$ cat config.mk
export PLATFORM = sky130hd
export DESIGN_NAME = ps2_port_regs
export DESIGN_NICKNAME = d
export VERILOG_FILES = /design/src/rtl/ps2_regs_pkg.sv /design/src/rtl/ps2_reg_file.sv /design/src/rtl/ps2_rx_latch.sv /design/src/rtl/ps2_tx_port.sv /design/src/rtl/ps2_port_regs.sv
export SDC_FILE = /design/constraint.sdc
export NUM_CORES = 1
export LEC_CHECK = 0
export BUFFER_PORTS_ARGS = -buffer_cell sky130_fd_sc_hd__buf_2
export CAP_MARGIN = 20
export CORE_ASPECT_RATIO = 0.7
export CORE_MARGIN = 1
export CORE_UTILIZATION = 45
export DETAILED_ROUTE_END_ITERATION = 8
export PLACE_DENSITY = 0.7
export REMOVE_ABC_BUFFERS = 1
export SYNTH_ARGS = -nofsm -noshare
export SYNTH_HDL_FRONTEND = slang
export SYNTH_SLANG_ARGS = --single-unit
$ cat constraint.sdc
create_clock -name clk_i -period 1.6 [get_ports clk_i]
set_clock_uncertainty 0.1 [all_clocks]
set_input_delay 0.16 -clock clk_i [delete_from_list [all_inputs] [get_ports clk_i]]
set_output_delay 0.16 -clock clk_i [all_outputs]
set_load 0.02 [all_outputs]
$ cat src/rtl/ps2_regs_pkg.sv
package ps2_regs_pkg;
  localparam int W_CTRL   = 0;
  localparam int W_STAT   = 1;
  localparam int W_DATA   = 2;
  localparam int W_DIV    = 3;
  localparam int W_IRQST  = 4;

  localparam int ST_TXEMPTY = 6;
  localparam int ST_RXFULL  = 4;
  localparam int ST_RXPAR   = 2;

  localparam int CTRL_RXIE  = 4;
  localparam int CTRL_FORCE = 3;

  function automatic logic [7:0] id_byte(input logic [2:0] idx);
    case (idx)
      3'd0:    id_byte = 8'h50;
      3'd1:    id_byte = 8'h10;
      3'd2:    id_byte = 8'h04;
      3'd3:    id_byte = 8'h00;
      3'd4:    id_byte = 8'h0D;
      3'd5:    id_byte = 8'hF0;
      3'd6:    id_byte = 8'h05;
      default: id_byte = 8'hB1;
    endcase
  endfunction
endpackage

$ cat src/rtl/ps2_reg_file.sv
module ps2_reg_file #(
  parameter int DATA_W = 32
) (
  input  logic              clk_i,
  input  logic              rst_ni,
  input  logic              wr_ctrl_i,
  input  logic              wr_div_i,
  input  logic [DATA_W-1:0] wdata_i,
  output logic [DATA_W-1:0] ctrl_o,
  output logic [DATA_W-1:0] div_o
);
  always_ff @(posedge clk_i or negedge rst_ni) begin
    if (!rst_ni) begin
      ctrl_o <= '0;
      div_o  <= '0;
    end else begin
      if (wr_ctrl_i) ctrl_o <= wdata_i;
      if (wr_div_i)  div_o  <= wdata_i;
    end
  end
endmodule

$ cat src/rtl/ps2_rx_latch.sv
module ps2_rx_latch #(
  parameter int BYTE_W = 8
) (
  input  logic              clk_i,
  input  logic              rst_ni,
  input  logic              pop_i,
  input  logic              rx_valid_i,
  input  logic [BYTE_W-1:0] rx_byte_i,
  output logic              rx_ready_o,
  output logic [BYTE_W-1:0] view_o,
  output logic [BYTE_W-1:0] last_o,
  output logic              parity_o
);
  logic take;
  assign take       = pop_i & rx_valid_i;
  assign rx_ready_o = take;
  // byte the current read returns: fresh when consumed, else the kept copy
  assign view_o     = take ? rx_byte_i : last_o;
  assign parity_o   = ^last_o;

  always_ff @(posedge clk_i or negedge rst_ni) begin
    if (!rst_ni)   last_o <= '0;
    else if (take) last_o <= rx_byte_i;
  end
endmodule

$ cat src/rtl/ps2_tx_port.sv
module ps2_tx_port #(
  parameter int BYTE_W = 8
) (
  input  logic              clk_i,
  input  logic              rst_ni,
  input  logic              send_i,
  input  logic [BYTE_W-1:0] byte_i,
  output logic [BYTE_W-1:0] tx_byte_o,
  output logic              tx_strobe_o
);
  always_ff @(posedge clk_i or negedge rst_ni) begin
    if (!rst_ni) begin
      tx_byte_o   <= '0;
      tx_strobe_o <= 1'b0;
    end else begin
      tx_strobe_o <= send_i;
      if (send_i) tx_byte_o <= byte_i;
    end
  end
endmodule

$ cat src/rtl/ps2_port_regs.sv
module ps2_port_regs #(
  parameter int ADDR_W = 12,
  parameter int DATA_W = 32,
  parameter int BYTE_W = 8
) (
  input  logic              clk_i,
  input  logic              rst_ni,
  input  logic [ADDR_W-1:0] bus_addr_i,
  input  logic              bus_we_i,
  input  logic [DATA_W-1:0] bus_wdata_i,
  input  logic              bus_re_i,
  output logic [DATA_W-1:0] bus_rdata_o,
  input  logic [BYTE_W-1:0] rx_byte_i,
  input  logic              rx_valid_i,
  output logic              rx_ready_o,
  output logic [BYTE_W-1:0] tx_byte_o,
  output logic              tx_strobe_o,
  output logic              irq_o
);
  import ps2_regs_pkg::*;

  localparam int WORD_W = ADDR_W - 2;

  logic [WORD_W-1:0] word;
  logic              id_hit;
  logic [2:0]        id_idx;
  logic              addr_lsb_unused;

  assign word            = bus_addr_i[ADDR_W-1:2];
  assign id_hit          = &bus_addr_i[ADDR_W-1:5];
  assign id_idx          = bus_addr_i[4:2];
  assign addr_lsb_unused = ^bus_addr_i[1:0];

  logic wr_ctrl, wr_div, wr_data, rd_data;
  assign wr_ctrl = bus_we_i && (word == WORD_W'(W_CTRL));
  assign wr_div  = bus_we_i && (word == WORD_W'(W_DIV));
  assign wr_data = bus_we_i && (word == WORD_W'(W_DATA));
  assign rd_data = bus_re_i && (word == WORD_W'(W_DATA));

  logic [DATA_W-1:0] ctrl_q, clkdiv_q;
  logic [BYTE_W-1:0] view_byte, last_q;
  logic              parity;

  ps2_reg_file #(.DATA_W(DATA_W)) u_regs (
    .clk_i     (clk_i),
    .rst_ni    (rst_ni),
    .wr_ctrl_i (wr_ctrl),
    .wr_div_i  (wr_div),
    .wdata_i   (bus_wdata_i),
    .ctrl_o    (ctrl_q),
    .div_o     (clkdiv_q)
  );

  ps2_rx_latch #(.BYTE_W(BYTE_W)) u_rx (
    .clk_i      (clk_i),
    .rst_ni     (rst_ni),
    .pop_i      (rd_data),
    .rx_valid_i (rx_valid_i),
    .rx_byte_i  (rx_byte_i),
    .rx_ready_o (rx_ready_o),
    .view_o     (view_byte),
    .last_o     (last_q),
    .parity_o   (parity)
  );

  ps2_tx_port #(.BYTE_W(BYTE_W)) u_tx (
    .clk_i       (clk_i),
    .rst_ni      (rst_ni),
    .send_i      (wr_data),
    .byte_i      (bus_wdata_i[BYTE_W-1:0]),
    .tx_byte_o   (tx_byte_o),
    .tx_strobe_o (tx_strobe_o)
  );

  assign irq_o = (rx_valid_i & ctrl_q[CTRL_RXIE]) | ctrl_q[CTRL_FORCE];

  logic [DATA_W-1:0] stat_w, irqst_w, rd_mux;

  always_comb begin
    stat_w              = '0;
    stat_w[ST_TXEMPTY]  = 1'b1;
    stat_w[ST_RXFULL]   = rx_valid_i;
    stat_w[ST_RXPAR]    = parity;
    irqst_w             = '0;
    irqst_w[0]          = rx_valid_i;
    irqst_w[1]          = 1'b1;
  end

  always_comb begin
    rd_mux = '0;
    if (id_hit) begin
      rd_mux = DATA_W'(id_byte(id_idx));
    end else begin
      case (word)
        WORD_W'(W_CTRL):  rd_mux = ctrl_q;
        WORD_W'(W_STAT):  rd_mux = stat_w;
        WORD_W'(W_DATA):  rd_mux = DATA_W'(view_byte);
        WORD_W'(W_DIV):   rd_mux = clkdiv_q;
        WORD_W'(W_IRQST): rd_mux = irqst_w;
        default:          rd_mux = '0;
      endcase
    end
  end

  always_ff @(posedge clk_i or negedge rst_ni) begin
    if (!rst_ni)       bus_rdata_o <= '0;
    else if (bus_re_i) bus_rdata_o <= rd_mux;
  end
endmodule

# Word-level counts from Yosys, hierarchy flattened
# Index checks and enable logic that the tools add are counted.
[classes]
eq_ne = 10
mux = 4
bitwise_logic = 3
reduce_logical = 8
[op_table]
columns = ["cell", "n"]
rows = [
  ["case mux 32 bit (5 select lines)", 1],
  ["case mux 8 bit (7 select lines)", 1],
  ["two-way mux 32 bit", 1],
  ["equality test 10 x 2 -> 1 bit (second input constant)", 2],
  ["equality test 10 x 1 -> 1 bit (second input constant)", 1],
  ["equality test 10 x 3 -> 1 bit (second input constant)", 1],
  ["logical NOT 10 bit", 1],
  ["equality test 3 bit (second input constant)", 3],
  ["two-way mux 8 bit", 1],
  ["XOR reduction 8 bit", 1],
  ["AND reduction 7 bit", 1],
  ["equality test 3 x 2 -> 1 bit (second input constant)", 2],
  ["logical AND 1 bit", 4],
  ["equality test 3 x 1 -> 1 bit (second input constant)", 1],
  ["logical NOT 3 bit", 1],
  ["bitwise AND 1 bit", 2],
  ["bitwise OR 1 bit", 1],
]
[word_totals]
ff_bits = 113
in_bits = 57
out_inout_bits = 43
elab_cells = 31

# Logic depth before layout (Yosys ltp)
# Gate-level depths: netlist (run 1).
[logic_depth]
word_depth = 6
depth_mapped = 7
ltp_nobuf = 5

# Modules after synthesis
# Synthesis (run 1) repeated with hierarchy kept, for this count alone.
[unflattened]
cells_unflattened = 344
area_unflattened_um2 = 5156.2
[modules_own_cells]
columns = ["module", "instances", "cells_each", "area_each_um2", "seq_area_each_um2"]
rows = [
  ["ps2_reg_file", 1, 136, 2690.1, 1601.5],
  ["ps2_port_regs", 1, 165, 1747.9, 800.8],
  ["ps2_rx_latch", 1, 25, 361.6, 200.2],
  ["ps2_tx_port", 1, 18, 356.6, 225.2],
]

# Least setup slack after synthesis (run 1)
# No wires, ideal clock.
[synth_path]
path_type = "input-to-reg"
start = "in bus_addr_i[9]"
end = "reg u_regs.div_o[6]"
arrival_time_ns = 1.570
setup_slack_ns = -0.197
stages = 6
path_buffers = 2
path_cell_list = "or4_4 > and3b_1 > buf_4 > nand2_2 > buf_6 > mux2_1"
[synth_via]
elab_chain_len = 2
[synth_lines]
columns = ["element", "line_no", "rtl"]
rows = [
  ["from (decl)", "ps2_port_regs.sv:8", "input logic [ADDR_W-1:0] bus_addr_i,"],
  ["equality test 10 x 2 -> 1 bit", "ps2_port_regs.sv:36", "assign wr_div = bus_we_i && (word == WORD_W'(W_DIV));"],
  ["logical AND 1 bit", "ps2_port_regs.sv:36", ""],
  ["to (signal assigned)", "ps2_reg_file.sv:18", "if (wr_div_i) div_o <= wdata_i;"],
  ["to (decl)", "ps2_reg_file.sv:10", "output logic [DATA_W-1:0] div_o"],
]
# Every way passes these cells.
# A chain may end at the register's enable or synchronous reset.

# Worst setup path in the final report (run 1)
[layout_path]
start = "in bus_addr_i[8]"
end = "out rx_ready_o"
[layout_via]
elab_chain_len = 3
[layout_lines]
columns = ["element", "line_no", "rtl"]
rows = [
  ["equality test 10 x 2 -> 1 bit", "ps2_port_regs.sv:38", "assign rd_data = bus_re_i && (word == WORD_W'(W_DATA));"],
  ["logical AND 1 bit", "ps2_port_regs.sv:38", ""],
  ["bitwise AND 1 bit", "ps2_rx_latch.sv:15", "assign take = pop_i & rx_valid_i;"],
  ["to (decl)", "ps2_port_regs.sv:15", "output logic rx_ready_o,"],
]
# Every way passes these cells.

==> results of run 1 <==
-- worst paths after layout --
| check | start | to | cells past startpoint |
|---|---|---|---|
| min reg2reg | bus_rdata_o[30]$_DFFE_PN0P_ | bus_rdata_o[30]$_DFFE_PN0P_ | 1 |
| max reg2reg | u_rx.last_o[1]$_DFF_PN0_ | bus_rdata_o[2]$_DFFE_PN0P_ | 5 |
| min in group asynchronous | rst_ni | bus_rdata_o[8]$_DFFE_PN0P_ | 2 |
| max in group asynchronous | rst_ni | bus_rdata_o[15]$_DFFE_PN0P_ | 3 |
| min | bus_we_i | u_regs.div_o[6]$_DFFE_PN0P_ | 3 |
| max | bus_addr_i[8] | rx_ready_o | 6 |
-- power by group --
part	switching, mW	internal, mW
registers	0.0247	2.90
clock network	1.22	2.48
logic	0.230	0.224
-- cells by family (layout without fill, tap and decap cells) --
logic type | count (synthesis) | count (layout) | share of synthesized area
XOR/XNOR | 8 | 8 | 0.0144
buffers and inverters | 28 | 220 | 0.0354
multiplexers | 89 | 89 | 0.203
AND/OR/NAND/NOR | 39 | 39 | 0.0441
AO/OA/AOI/OAI | 81 | 81 | 0.124
flip-flops | 113 | 113 | 0.579
-- cell type report --
type / instances / area (sq um)
clock buffer: 26 / 509
sequential: 113 / 2830
fill: 813 / 3530
tap: 132 / 165
timing repair buffer: 183 / 1380
multi-input combinational: 217 / 1920
inverter: 6 / 22.5
clock inverter: 5 / 75.1
-- state kept, by name, indices dropped and copies added, names as in the netlist --
register          count
u_regs.div_o         32
u_regs.ctrl_o        32
u_tx.tx_strobe_o      1
u_tx.tx_byte_o        8
u_rx.last_o           8
bus_rdata_o          32
-- synth_stat cells (all sizes together) --
cell type,instances
nand3,2
nand2b,1
and3,2
o211ai,1
dfrtp,113
o21a,1
nand2,12
xnor2,8
o2bb2ai,25
o2111ai,1
clkbuf,7
nor2,10
o22ai,2
and3b,2
o21ai,8
nor3,2
or3,2
o22a,2
inv,5
nor4,1
a222oi,2
nand4,2
a21oi,8
buf,15
a31oi,3
nor2b,2
a32oi,1
or4,1
clkinv,1
mux2i,9
a21o,1
mux2,80
a22oi,26
-- routing by layer --
layer  global-route usage  share of wire  vias up
met1                0.312           0.46     1900
met4               0.0997          0.012        0
li1                     -              -     1708
met3               0.0580          0.068       16
met2                0.370           0.46      148
met5                    0              0        -
-- worst reg2reg max path, delay by kind of cell (launching register included) --
| family | cells | cell delay [ns] |
|---|---|---|
| AO/OA/AOI/OAI | 1 | 0.16 |
| XOR/XNOR | 3 | 0.48 |
| flip-flops | 1 | 0.42 |
| AND/OR/NAND/NOR | 1 | 0.25 |
-- through the flow --
stage                     setup WS, ns  total power [mW]  area (sq um)  hold WS (ns)  utilization
after detailed placement        -0.441              3.34          5730        0.0491        0.549
after global routing            -0.133              7.31          6900         0.100        0.662
final                           -0.107              7.08          6900        0.0902        0.662
after global placement          -0.405              3.33          5730        0.0492        0.549
after CTS                       -0.137              7.12          6780        0.0644        0.650
after floorplan                  -1.09              3.08          4730        -0.236            -
-- timing repair --
| item | in CTS | in global routing |
|---|---|---|
| resized for setup | 9 | 12 |
| setup buffers | 3 | 1 |
| setup endpoints to repair | 9 | 93 |
| cloned | 0 | 3 |
| hold buffers | 41 | 0 |
| hold endpoints to repair | 117 | 0 |
| pin swaps | 2 | 4 |
==> metrics.md, run 1 <==
| Metric | Value |
|---|---|
| Final non-filler cell total | 682 |
| Max capacitance violation total | 0 |
| Layout cell share with drive strength beyond 1 | 0.469 |
| Critical path peak fanout | 2 |
| Final hold vios | 0 |
| Antenna viol nets, final | 0 |
| Gpl congestion | 0.815 |
| Hpwl dp | 8090 um |
| WP data arrival | 1.45 ns |
| Top cell by count, worst path | buf_6 |
| Worst Tran Pin Value | 0.474 ns |
| # port buffers | 97 |
| Critical path startpoint category | input port |
| Setup ws final | -0.107 ns |
| Setup violators final | 43 |
| Mapped Cells | 358 |
| Normalized max-slew margin | 0.684 |
| Synthesized area | 0.00488 sq mm |
| Starting Density | 0.468 |
| Vias/cell | 5.53 |
| CP bufs+invs | 3 |
| Routed vias | 3772 |
| Crit. End Element | primary output |
| Final Critical Period | 1.71 ns |
| Leakage power total | 3.53 nW |
| Die area | 0.0113 sq mm |
| Min-Delay Path Class | input port to flip-flop |
| Number of synthesis warnings | 0 |
| RSZ-0062 raised after global routing | true |
| Syn-to-layout area delta | 41.5% |
| Overflow after GRT | 0 |
| CTS sink cnt | 113 |
| Initial antenna violation count | 0 |
| Top cells by area, synth | dfrtp_1 (58%), mux2_2 (18%), o2bb2ai_1 (4.5%) |
| Sequential fraction of the synthesis area | 0.579 |
| Max Slew Vio Count | 0 |
| N_diodes | 0 |
| Maximum VDD drop | 843 uV |
| Violated checks | setup timing |
| Vias in the first global route | 3833 |
| DIE HEIGHT | 89.1 um |
| Global-route wire length before repair | 19500 um |
| Crit path required time | 1.34 ns |
| Avg Inst Size Synth | 13.6 sq um |
| CP delay by family, top | simple AND/OR/NAND/NOR gates |
| Commonest non-fill, non-tap cell in the layout | dfrtp_1 |
| CTS clock-pin slew for the worst setup and hold paths | 0.05 ns |
| Pwr dens | 1030 mW/mm^2 |
| H-Tree Depth | 4 |
| I/O pin count | 100 |
| Yosys top cell area share | 0.579 |
| Slowest cell delay on critical path | 0.52 ns |
| Yosys reg bits | 113 |
| Pin count of the biggest net entering global routing | 37 |
| Final #Nets | 595 |
| Cell taking the most area after synthesis | dfrtp_1 |
| Status | finished with violations |
| Die Wd | 126 um |
| Tcrit/Tclk final | 1.07 |
| Routed wire per std cell | 18.0 um |
| Setup TNS | -0.634 ns |
| Root Driver | clkbuf_16 |
| # DRC | 0 |
| CORE AREA | 0.0104 sq mm |
| Slowest-stage cell, CP | or4_4 |
| Most frequent cells in the layout | dfrtp_1 (113), buf_2 (93), mux2_2 (78) |
| Worst-path cell chain | buf_6 -> or4_4 -> nand2b_4 -> or3_4 -> inv_2 -> buf_6 |
| Cells after DPL | 603 |
| GRT Resource Usage Total | 0.234 |
| Post-Route WL | 12300 um |
| Num CTS Buffers | 17 |
| Clock Tree Buf Depth | 2 |
| Setup CP Type | input port to primary output |
| CTS tree | yes |
| Distinct cell type count after synthesis | 39 |
| First-pass iteration count of the detailed router | 6 |
| Achievable Freq | 586 MHz |
| Skew-Pair Late Insertion Delay | 0.40 ns |
| Drt initial violations | 227 |
| Num rows | 31 |
| R2r setup slk | 0.13 ns |
Note: power is estimated with default switching activity, not from simulation.
==> run 2: changes to the inputs <==
--- a/config.mk
+++ b/config.mk
@@ -12,6 +12,7 @@
 export CORE_UTILIZATION = 45
 export DETAILED_ROUTE_END_ITERATION = 8
 export PLACE_DENSITY = 0.7
+export RECOVER_POWER = 100
 export REMOVE_ABC_BUFFERS = 1
 export SYNTH_ARGS = -nofsm -noshare
 export SYNTH_HDL_FRONTEND = slang
==> metrics.md, run 2 (synthesized netlist as in run 1, its figures left out) <==
| Metric | Value |
|---|---|
| Status | finished with violations |
| Violated checks | setup timing |
| I/O pin count | 100 |
| DIE HEIGHT | 89.1 um |
| Top cell by count, worst path | buf_6 |
| Pwr dens | 1040 mW/mm^2 |
| CTS clock-pin slew for the worst setup and hold paths | 0.05 ns |
| Critical path peak fanout | 2 |
| Hpwl dp | 8090 um |
| Normalized max-slew margin | 0.408 |
| Routed wire per std cell | 18.2 um |
| Worst-path cell chain | buf_6 -> or4_4 -> nand2b_4 -> or3_4 -> inv_2 -> buf_6 |
| Syn-to-layout area delta | 39.4% |
| Routed vias | 3796 |
| Vias/cell | 5.57 |
| Initial antenna violation count | 0 |
| Gpl congestion | 0.815 |
| CTS tree | yes |
| R2R Path Start | u_rx.last_o[1]$_DFF_PN0_ |
| Critical path startpoint category | input port |
| Post-Route WL | 12400 um |
| Global-route wire length before repair | 19500 um |
| Overflow after GRT | 0 |
| Top Registers | bus_rdata_o (32), u_regs.ctrl_o (32), u_regs.div_o (32) |
| Hold_sp | bus_we_i |
| Post-route cell area | 0.00680 sq mm |
| Die area | 0.0113 sq mm |
| Achievable Freq | 585 MHz |
| Vias in the first global route | 3833 |
| Antenna viol nets, final | 0 |
| Max capacitance violation total | 0 |
| Starting Density | 0.468 |
| RR Endpoint | bus_rdata_o[2]$_DFFE_PN0P_ |
| CORE AREA | 0.0104 sq mm |
| Crit path required time | 1.34 ns |
| Crit path launch | bus_addr_i[8] |
| Cells after DPL | 603 |
| WP data arrival | 1.45 ns |
| Leakage power total | 3.33 nW |
| Final hold vios | 0 |
| Slowest cell delay on critical path | 0.53 ns |
| Num rows | 31 |
| Tcrit/Tclk final | 1.07 |
| Hold EP | u_regs.div_o[6]$_DFFE_PN0P_ |
| Minimum setup slack after placement | -0.441 ns |
| Maximum VDD drop | 843 uV |
| Setup CP Type | input port to primary output |
| CP bufs+invs | 3 |
| # port buffers | 97 |
| Final #Nets | 595 |
| Layout cell share with drive strength beyond 1 | 0.385 |
| CTS sink cnt | 113 |
| Die Wd | 126 um |
| Skew-Pair Late Insertion Delay | 0.41 ns |
| Num CTS Buffers | 17 |
| GRT busiest layer | met2 |
| Worst Hold Depth | 3 |
| Drt initial violations | 242 |
| R2r setup slk | 0.13 ns |
| Min-Delay Path Class | input port to flip-flop |
| Dpl cell area | 0.00573 sq mm |
| Clock Tree Buf Depth | 2 |
| GRT Resource Usage Total | 0.234 |
| Setup violators final | 62 |
| RSZ-0062 raised after global routing | true |
| # DRC | 0 |
| Max Slew Vio Count | 0 |
| First-pass iteration count of the detailed router | 6 |
| Root Driver | clkbuf_16 |
| N_diodes | 0 |
| GR met2 Demand/Resource | 0.370 |
| Final non-filler cell total | 682 |
| Most frequent cells in the layout | dfrtp_1 (113), mux2_2 (78), buf_2 (53) |
| H-Tree Depth | 4 |
| CP delay by family, top | simple AND/OR/NAND/NOR gates |
| Final Critical Period | 1.71 ns |
| Setup ws final | -0.110 ns |
| R2R cell count | 5 |
| Commonest non-fill, non-tap cell in the layout | dfrtp_1 |
| GR Layer Usage met3 | 0.0580 |
| Pin count of the biggest net entering global routing | 37 |
| Crit. End Element | primary output |
| Slowest-stage cell, CP | or4_4 |
| Setup TNS | -2.49 ns |
| Worst Tran Pin Value | 0.889 ns |
| GR Util met1 | 0.312 |
## run 2: routing by layer
layer | vias to the layer above | share of wire
li1 | 1710 | -
met1 | 1919 | 0.46
met2 | 146 | 0.46
met3 | 21 | 0.066
met4 | 0 | 0.013
met5 | - | 0
## run 2: worst max-delay path by stage
stage | slack, ns | depth (start not counted) | end
3_3_place_gp | -0.41 | 5 | u_rx.last_o[3]$_DFF_PN0_
2_1_floorplan | -1.09 | 5 | u_regs.ctrl_o[16]$_DFFE_PN0P_
5_1_grt | -0.13 | 6 | rx_ready_o
3_5_place_dp | -0.44 | 5 | u_rx.last_o[6]$_DFF_PN0_
4_1_cts | -0.14 | 6 | rx_ready_o
6_report | -0.11 | 6 | rx_ready_o
## run 2: worst reg2reg max path: cells and delay by family, from the launching register on
| family | cells | cell delay (ns) |
|---|---|---|
| XOR/XNOR | 3 | 0.48 |
| flip-flops | 1 | 0.42 |
| AND/OR/NAND/NOR | 1 | 0.25 |
| AO/OA/AOI/OAI | 1 | 0.16 |
## run 2: power breakdown
part	leakage [nW]	total (mW)	switching (mW)	internal, mW
Combinational	1.47	0.442	0.231	0.211
Clock	0.290	3.71	1.23	2.48
Sequential	1.57	2.93	0.0250	2.90
## run 2: final cells by class
cell class                      instances  area [sq um]
Clock buffer                           26           509
Fill cell                             842          3630
Multi-Input combinational cell        217          1920
Tap cell                              132           165
Inverter                                6          22.5
Timing Repair Buffer                  183          1280
Sequential cell                       113          2830
Clock inverter                          5          75.1
## run 2: metrics by stage
step	hold slack (ns)	utilization	total power [mW]
global route	0.100	0.652	7.30
floorplan	-0.236	-	3.08
detailed placement	0.0491	0.549	3.34
global placement	0.0492	0.549	3.33
CTS	0.0644	0.650	7.12
finish	0.0829	0.652	7.08
## run 2: timing repair
action                                  in CTS  in global routing
cloned                                       0                  3
endpoints found under the setup margin       9                 93
pin swaps                                    2                  4
endpoints found under the hold margin      117                  0
hold buffers                                41                  0
gates resized for setup                      9                 12
setup buffers                                3                  1
